[src/rtl/memmap_pkg.sv]
// Package: shared types for the relocatable memory map decoder.
// Assumes a single address space split into equal pages.
package memmap_pkg;

    // One hit or select flag per decoded target.
    typedef struct packed {
        logic regs;
        logic ram;
        logic rom;
    } target_t;

    localparam target_t TARGET_NONE = '{regs: 1'b0, ram: 1'b0, rom: 1'b0};

endpackage

[src/rtl/memmap_window_reg.sv]
// Module: write-once mapping register with a post-reset cycle window.
// Counts enabled cycles up to WINDOW and then locks. An accepted write
// also locks. Assumes wr_req is already qualified by the address decode.
module memmap_window_reg #(
    parameter int DATA_W  = 8,
    parameter int WINDOW  = 64,
    parameter logic [DATA_W-1:0] RST_VAL = '0
) (
    input  logic              clk,
    input  logic              rst_n,
    input  logic              cyc_en,
    input  logic              wr_req,
    input  logic [DATA_W-1:0] wr_data,
    output logic [DATA_W-1:0] map_q,
    output logic              locked
);
    localparam int CNT_W = $clog2(WINDOW + 1);
    localparam logic [CNT_W-1:0] LAST = CNT_W'(WINDOW - 1);
    localparam logic [CNT_W-1:0] FULL = CNT_W'(WINDOW);

    logic [CNT_W-1:0] cnt_q;
    logic             accept;

    // Purpose: a write lands only while the register is still unlocked.
    always_comb accept = wr_req && !locked;

    // Purpose: the window counter saturates at WINDOW.
    always_ff @(posedge clk) begin
        if (!rst_n)
            cnt_q <= '0;
        else if (cyc_en && cnt_q != FULL)
            cnt_q <= cnt_q + 1'b1;
    end

    // Purpose: the sticky lock is set by window expiry or by an accepted write.
    always_ff @(posedge clk) begin
        if (!rst_n)
            locked <= 1'b0;
        else if (accept || (cyc_en && cnt_q == LAST))
            locked <= 1'b1;
    end

    // Purpose: hold the mapping value and load it once.
    always_ff @(posedge clk) begin
        if (!rst_n)
            map_q <= RST_VAL;
        else if (accept)
            map_q <= wr_data;
    end
endmodule

[src/rtl/memmap_region_decode.sv]
// Module: raw region hits for the register block, RAM and ROM.
// Each region is a span of offsets inside one page. Assumes spans are
// no larger than one page. Overlaps are left to the priority stage.
module memmap_region_decode
    import memmap_pkg::*;
#(
    parameter int ADDR_W      = 16,
    parameter int PAGE_W      = 4,
    parameter int REG_SPAN    = 64,
    parameter int RAM_LO      = 64,
    parameter int RAM_END     = 256,
    parameter int ROM_PG_EXP  = 7,
    parameter int ROM_PG_NORM = 15
) (
    input  logic [ADDR_W-1:0] addr,
    input  logic [PAGE_W-1:0] ram_pg,
    input  logic [PAGE_W-1:0] reg_pg,
    input  logic              expanded,
    output target_t           hit
);
    localparam int OFS_W = ADDR_W - PAGE_W;
    localparam logic [OFS_W-1:0] REG_END_O = OFS_W'(REG_SPAN);
    localparam logic [OFS_W-1:0] RAM_LO_O  = OFS_W'(RAM_LO);
    localparam logic [OFS_W-1:0] RAM_END_O = OFS_W'(RAM_END);

    logic [PAGE_W-1:0] pg;
    logic [OFS_W-1:0]  ofs;
    logic [PAGE_W-1:0] rom_pg;

    // Purpose: split the address into page number and in-page offset.
    always_comb begin
        pg  = addr[ADDR_W-1:OFS_W];
        ofs = addr[OFS_W-1:0];
    end

    // Purpose: the mode input picks which fixed page holds the ROM.
    generate
        if (ROM_PG_EXP == ROM_PG_NORM) begin : g_rom_fixed
            always_comb rom_pg = PAGE_W'(ROM_PG_NORM);
        end else begin : g_rom_mode
            always_comb rom_pg = expanded ? PAGE_W'(ROM_PG_EXP) : PAGE_W'(ROM_PG_NORM);
        end
    endgenerate

    // Purpose: compare the page and the offset span for each region.
    always_comb begin
        hit      = TARGET_NONE;
        hit.regs = (pg == reg_pg) && (ofs < REG_END_O);
        hit.ram  = (pg == ram_pg) && (ofs >= RAM_LO_O) && (ofs < RAM_END_O);
        hit.rom  = (pg == rom_pg);
    end
endmodule

[src/rtl/memmap_priority.sv]
// Module: fixed-priority select stage gated by the bus strobes.
// Register block beats RAM, RAM beats ROM. Output is one-hot or zero.
module memmap_priority
    import memmap_pkg::*;
(
    input  target_t hit,
    input  logic    strobe,
    output target_t sel
);
    // Purpose: resolve overlaps and gate by the access strobe.
    always_comb begin
        sel = TARGET_NONE;
        if (strobe) begin
            if (hit.regs)
                sel.regs = 1'b1;
            else if (hit.ram)
                sel.ram = 1'b1;
            else if (hit.rom)
                sel.rom = 1'b1;
        end
    end
endmodule

[src/rtl/memmap_decoder.sv]
// Module: top of the relocatable memory map decoder.
// The mapping register's upper nibble places RAM and its lower nibble
// places the register block. The register sits at MAP_OFS inside the block.
// Assumes a single-cycle bus with rd_en and wr_en as strobes.
module memmap_decoder
    import memmap_pkg::*;
#(
    parameter int ADDR_W     = 16,
    parameter int DATA_W     = 8,
    parameter int WINDOW     = 64,
    parameter int REG_PG_RST = 0,
    parameter int MAP_OFS    = 'h3D
) (
    input  logic              clk,
    input  logic              rst_n,
    input  logic              cyc_en,
    input  logic [ADDR_W-1:0] addr,
    input  logic              rd_en,
    input  logic              wr_en,
    input  logic [DATA_W-1:0] wr_data,
    input  logic              expanded,
    output logic              sel_ram,
    output logic              sel_regs,
    output logic              sel_rom,
    output logic [DATA_W-1:0] map_rdata
);
    localparam int PAGE_W = DATA_W / 2;
    localparam int OFS_W  = ADDR_W - PAGE_W;
    localparam logic [DATA_W-1:0] MAP_RST = DATA_W'(REG_PG_RST % (1 << PAGE_W));
    localparam logic [OFS_W-1:0]  MAP_OFS_O = OFS_W'(MAP_OFS);

    logic [DATA_W-1:0] map_q;
    logic              locked;
    target_t           hit;
    target_t           sel;
    logic              map_hit;
    logic              strobe;

    // Purpose: the window register holds the page fields.
    memmap_window_reg #(
        .DATA_W (DATA_W),
        .WINDOW (WINDOW),
        .RST_VAL(MAP_RST)
    ) u_map (
        .clk    (clk),
        .rst_n  (rst_n),
        .cyc_en (cyc_en),
        .wr_req (wr_en && map_hit),
        .wr_data(wr_data),
        .map_q  (map_q),
        .locked (locked)
    );

    // Purpose: raw region hits from the current page fields.
    memmap_region_decode #(
        .ADDR_W(ADDR_W),
        .PAGE_W(PAGE_W)
    ) u_dec (
        .addr    (addr),
        .ram_pg  (map_q[DATA_W-1:PAGE_W]),
        .reg_pg  (map_q[PAGE_W-1:0]),
        .expanded(expanded),
        .hit     (hit)
    );

    // Purpose: priority resolution and strobe gating.
    memmap_priority u_pri (
        .hit   (hit),
        .strobe(strobe),
        .sel   (sel)
    );

    // Purpose: the mapping register is hit at its offset inside the register block.
    always_comb begin
        strobe  = rd_en || wr_en;
        map_hit = hit.regs && (addr[OFS_W-1:0] == MAP_OFS_O);
    end

    // Purpose: drive the selects and the mapping register read data.
    always_comb begin
        sel_regs  = sel.regs;
        sel_ram   = sel.ram;
        sel_rom   = sel.rom;
        map_rdata = (rd_en && map_hit) ? map_q : '0;
    end
endmodule

[config.mk]
export PLATFORM = sky130hd
export DESIGN_NAME = memmap_decoder
export DESIGN_NICKNAME = d
export VERILOG_FILES = /design/src/rtl/memmap_pkg.sv /design/src/rtl/memmap_window_reg.sv /design/src/rtl/memmap_region_decode.sv /design/src/rtl/memmap_priority.sv /design/src/rtl/memmap_decoder.sv
export SDC_FILE = /design/constraint.sdc
export NUM_CORES = 1
export LEC_CHECK = 0
export BUFFER_PORTS_ARGS = -buffer_cell sky130_fd_sc_hd__buf_4
export CAP_MARGIN = 10
export CORE_ASPECT_RATIO = 0.8
export CORE_MARGIN = 4
export CORE_UTILIZATION = 43
export DETAILED_ROUTE_END_ITERATION = 8
export MAX_ROUTING_LAYER = met4
export PLACE_DENSITY_LB_ADDON = 0.25
export SLEW_MARGIN = 10
export SYNTH_ARGS = -nofsm -noshare
export SYNTH_HDL_FRONTEND = slang
export SYNTH_SLANG_ARGS = --single-unit
[constraint.sdc]
create_clock -name clk -period 1.5 [get_ports clk]
set_input_delay 0.3 -clock clk [delete_from_list [all_inputs] [get_ports clk]]
set_output_delay 0.3 -clock clk [all_outputs]
set_load 0.05 [all_outputs]
After elaboration in Yosys (flattened, before gate mapping)
Cells that the tools add are included.
Widths: inputs -> output; s select.
{"block": "op_classes", "div_mod_pow": 0, "n_bitwise": 0, "multipliers": 0, "eq_ne": 6, "reduce_logical": 12, "n_mux": 8, "magnitude_cmp": 3, "shift": 0, "n_addsub": 1}
{"operator": "$eq 12x6->1 const B", "count": 1}
{"operator": "$eq 4x4->1", "count": 3}
{"operator": "$ge 12x7->1 const B", "count": 1}
{"operator": "$lt 12x7->1 const B", "count": 1}
{"operator": "$lt 12x9->1 const B", "count": 1}
{"operator": "$logic_and 1x1->1", "count": 9}
{"operator": "$mux 8", "count": 1}
{"operator": "$add 7x1->7 const B", "count": 1}
{"operator": "$eq 7x6->1 const B", "count": 1}
{"operator": "$ne 7x7->1 const B", "count": 1}
{"operator": "$mux 1", "count": 4}
{"operator": "$mux 4", "count": 1}
{"operator": "$mux 3", "count": 1}
{"operator": "$logic_or 1x1->1", "count": 2}
{"operator": "$mux 2", "count": 1}
{"operator": "$logic_not 1->1", "count": 1}
{"block": "word_totals", "out_inout_bits": 11, "mem_bits_ro": 0, "ff_bits": 16, "memories": 0, "in_bits": 30, "ramBits": 0, "latchBits": 0}

Depth between registers and ports, before layout
{"block": "logic_depth", "word_depth": 6, "ltp_mapped": 6, "depth_no_buf": 6}

Hierarchy
From an unflattened synthesis, not the netlist that was laid out.
{"block": "unflattened", "hier_cells": 118, "hier_area_um2": 1094.8}
{"mod": "memmap_window_reg", "area_per_inst_um2": 725.7, "cells_per_inst": 75, "seq_area_each_um2": 320.3, "n_inst": 1}
{"mod": "memmap_decoder", "area_per_inst_um2": 196.4, "cells_per_inst": 23, "seq_area_each_um2": 0.0, "n_inst": 1}
{"mod": "memmap_region_decode", "area_per_inst_um2": 142.6, "cells_per_inst": 17, "seq_area_each_um2": 0.0, "n_inst": 1}
{"mod": "memmap_priority", "area_per_inst_um2": 30.0, "cells_per_inst": 3, "seq_area_each_um2": 0.0, "n_inst": 1}

Least setup slack after synthesis
OpenSTA, ideal clock, no wires.
{"block": "synth_timing", "kind": "in2out", "start": "input addr[10]", "end": "output sel_ram", "slack_ps": -1152, "cell_stages": 3, "path_buffers": 0, "t_arrival_ps": 2352, "required_ps": 1200, "path_cell_list": "nor4_4 > nand4_1 > nor4_1"}
{"block": "synth_between", "elab_chain_len": 6, "elab_cells_between_ends": 9, "classes_between": "order compare (3); mux (3); reduce/logical (3)"}
{"element": "start: declaration", "line_no": "memmap_decoder.sv:17", "text": "input logic [ADDR_W-1:0] addr,"}
{"element": "$ge 12x7->1", "line_no": "memmap_region_decode.sv:49", "text": "hit.ram = (pg == ram_pg) && (ofs >= RAM_LO_O) && (ofs < RAM_END_O);"}
{"element": "$logic_and 1x1->1 (2 in series)", "line_no": "memmap_region_decode.sv:49"}
{"element": "$mux 1", "line_no": "memmap_priority.sv:16", "text": "else if (hit.ram)"}
{"element": "$mux 2 (*)", "line_no": "memmap_priority.sv:14", "text": "if (hit.regs)"}
{"element": "$mux 3 (*)", "line_no": "memmap_priority.sv:13", "text": "if (strobe) begin"}
{"element": "end: declaration", "line_no": "memmap_decoder.sv:22", "text": "output logic sel_ram,"}
Mark *: on every way between the ends. The rest lies on a longest branch, timed or not.

Final worst setup path
{"block": "layout_timing", "start": "register u_map.map_q[2]", "end": "output map_rdata[0]"}
{"block": "layout_between", "elab_chain_len": 5}
{"element": "start: declaration", "line_no": "memmap_window_reg.sv:14", "text": "output logic [DATA_W-1:0] map_q,"}
{"element": "start signal: assignment", "line_no": "memmap_window_reg.sv:48", "text": "map_q <= wr_data;"}
{"element": "$eq 4x4->1", "line_no": "memmap_region_decode.sv:48", "text": "hit.regs = (pg == reg_pg) && (ofs < REG_END_O);"}
{"element": "$logic_and 1x1->1", "line_no": "memmap_region_decode.sv:48"}
{"element": "$logic_and 1x1->1", "line_no": "memmap_decoder.sv:76", "text": "map_hit = hit.regs && (addr[OFS_W-1:0] == MAP_OFS_O);"}
{"element": "$logic_and 1x1->1", "line_no": "memmap_decoder.sv:84", "text": "map_rdata = (rd_en && map_hit) ? map_q : '0;"}
{"element": "$mux 8", "line_no": "memmap_decoder.sv:84"}
{"element": "end: declaration", "line_no": "memmap_decoder.sv:25", "text": "output logic [DATA_W-1:0] map_rdata"}
No other way between the ends.

==> run summary <==
Status: finished, violations left
Failing checks: negative setup slack
Crit path max-delay family: simple AND/OR/NAND/NOR gates
Clk Latency, worst-skew pair: 310 ps
First-pass GRT wire length: 6100 µm
Max Clock Skew: 27.4 ps
TritonCTS clock tree: yes
Seq cells post-synth: 16
Layout area overhead: 87.2%
Yosys top cell area share: 30.7%
Comb pwr share: 21.3%
Reg2Reg Setup Slack: -100 ps
Worst endpoint required time: 1200 ps
CP arrival: 1760 ps
Avg WL per Cell: 22.6 µm
CP max stage delay: 360 ps
Setup crit start kind: flip-flop
GPL Wtd Cong: 0.841
CTS clk-pin slew, worst paths: 120 ps
Vias per cell: 6.19
Post-synthesis sequential area ratio: 30.7%
Antenna-violating nets left: 0
DRT Pass-1 Iters: 4
M1 WL: 1720 µm
Full die area: 0.00328 mm²
Routed via count: 1257
IO Count: 41
Max IR drop VDD: 0.000390 V
Routed wire length: 4590 µm
Worst reg2reg startpoint: u_map.map_q[2]
CTS Sinks: 16
Pwr Total: 0.000946 W
Area after DPL: 0.00162 mm²
Clk buf depth: 2
Max Cap Violations: 0
Syn Nets: 143
CTS Buf Count: 3
Crit path capture: map_rdata[0]
Vias in the first global route: 1239
IO Port Bufs: 40
Ys Warns: 0
Antenna violations before repair: 0
Final setup fails: 20
Main area contributors after synthesis: dfxtp_1 (31%), xnor2_1 (9.2%), and2_1 (8.4%)
Worst hold path class: input port to flip-flop
Design area: 0.00195 mm²
CP Max Fanout: 8
Kind of critical path: flip-flop to output pin
LEAKAGE: 0.814 nW
Crit path launch: u_map.map_q[2]
P_int: 0.000687 W
GRT Total Usage: 25.7%
Slew headroom: 75.3%
Cell row count: 15
Pwr/cell area: 484 mW/mm²
Final hold vios: 0
Initial core utilization: 46.7%
Worst slew pin tran: 370 ps
Die W: 63.1 µm
Yosys top cell by area: dfxtp_1
CTS root buffer: clkbuf_4
Initial drt markers: 108
Reg-to-reg endpoint: u_map.map_q[0]
DR WL met2: 2230 µm
Net Sw Frac: 27.4%
Largest net degree at the start of global routing: 18
CTS hold repair buffers: 0
Place WS: -418 ps
Layout cells sized above 1: 67.4%
Avg Synthesized Cell Area: 9.40 µm²
Max Slew Vio Count: 0
Final worst path period share: 137%
Crit path cell chain: xnor2_2 -> nand3_2 -> nor3_4 -> and2_4 -> buf_8
Clock network power share: 32.6%
Sw power: 0.000259 W
Hpwl dp: 2540 µm
CP max-delay cell: dfxtp_2
Synthesized instance count: 111
Fin worst setup slack: -562 ps
Synth Cell Area: 0.00104 mm²
Chip Height: 52.1 µm
Number of distinct library cells after synthesis: 34
Met3 wire len: 492 µm
Worst path depth: 5
FF-to-FF path depth: 5
N_diodes: 0
Total grt overflow: 0
Proportion of power drawn by flip-flops and latches: 46.1%
NumNets Final: 211
H-tree depth: 1
CP endpoint kind: output pin
Top sig layer: met4
Core Area: 0.00223 mm²
RSZ-0062 raised after global routing: true
DRC Markers: 0
Fmax: 485 MHz
Final worst path period need: 2060 ps
Crit path buffers/inverters: 1
power by group through the flow:
stage               clock (W)  combinational, W  sequential [W]
detailed placement          0          0.000170        0.000446
floorplan                   0         0.0000648        0.000445
global placement            0          0.000164        0.000446
global route         0.000334          0.000215        0.000437
finish               0.000309          0.000201        0.000436
CTS                  0.000311          0.000178        0.000436
cell usage in the layout, fill, tap and decap left out, types with 2 or more instances in the layout:
cell and n:
a21boi_1 8, and2_1 6, and2_4 8, and4b_1 2
buf_4 51, buf_6 8, buf_8 8, clkbuf_4 3
dfxtp_1 7, dfxtp_2 8, ha_1 2, inv_1 2
mux2i_1 2, nand2_1 3, nand3_2 2, nand4_1 12
nor4_4 3, o21a_1 3, o31ai_4 8, xnor2_1 3
xnor2_2 8, xor2_1 2
kinds of logic after synthesis:
logic type / after synthesis / synth area share, %
XOR/XNOR: 13 / 10.9
AND/OR/NAND/NOR: 50 / 34.2
adder cells (fa/ha/maj): 2 / 2.40
multiplexers: 2 / 1.92
flip-flops: 16 / 30.7
buffers and inverters: 6 / 3.24
AO/OA/AOI/OAI: 22 / 16.7
cell usage after synthesis:
cell type and count:
nand2_1 3, o21a_1 3, nand4_2 1, ha_1 2, a41o_1 1, buf_4 1
and4b_1 2, buf_6 1, and3_2 1, nor2b_1 2, nor4_4 1, nor4_2 1
and3_1 1, dfxtp_1 16, nor4_1 1, nor2_1 2, nor3_1 2, a21boi_1 8
nor3_2 1, xnor2_1 11, nand3_1 2, or4_4 1, and2_1 14, mux2i_1 2
and4_1 1, inv_1 2, o21ai_4 1, nand4_1 12, o21ai_0 1, o31ai_1 8
nand4b_2 1, clkbuf_1 2, and3_4 1, xor2_1 2
registers in the layout, indices dropped and copies added (netlist names):
signal        cells
u_map.locked      1
u_map.map_q       8
u_map.cnt_q       7
cell type report:
class	count	area, µm²
Multi-Input combinational cell	89	951
Timing Repair Buffer	67	593
Sequential cell	16	334
Fill cell	93	280
Clock buffer	4	36.3
Tap cell	25	31.3
Inverter	2	7.51
per-stage QoR:
step,hold slack [ps],utilization [%],instances,TNS [ps]
after floorplan,446,-,111,-1690
after global placement,543,72.4,195,-4470
after detailed placement,565,72.4,195,-5250
after CTS,240,79.4,201,-4460
after global routing,232,87.5,203,-7750
final,242,87.5,203,-6170
worst min path at each step:
stage	startpoint	slack (ps)	depth (start not counted)	to
finish	wr_data[2]	240	3	u_map.map_q[2]
global route	wr_data[2]	230	3	u_map.map_q[2]
CTS	wr_data[2]	240	3	u_map.map_q[2]
detailed placement	u_map.cnt_q[1]	570	2	u_map.cnt_q[1]
global placement	u_map.locked	540	2	u_map.locked
floorplan	wr_data[0]	450	2	u_map.map_q[0]
routing by layer:
metal | vias to the layer above | global-route usage, %
met2 | 92 | 44.0
met1 | 599 | 29.9
met4 | 0 | 9.52
met3 | 17 | 5.62
met5 | - | -
li1 | 549 | -
worst register-to-register path: stages (launching register included):
cell and delay [ps]:
dfxtp_2 360, xnor2_2 200, buf_4 190, nand4b_4 310
o31ai_4 310, a21boi_1 120
repair_timing:
action | in CTS | in global routing
setup buffers | 2 | 3
setup endpoints to repair | 11 | 22
pin swaps | 12 | 9
gates cloned | 0 | 0
gates resized for setup | 28 | 28
(Power assumes the default switching activity.)
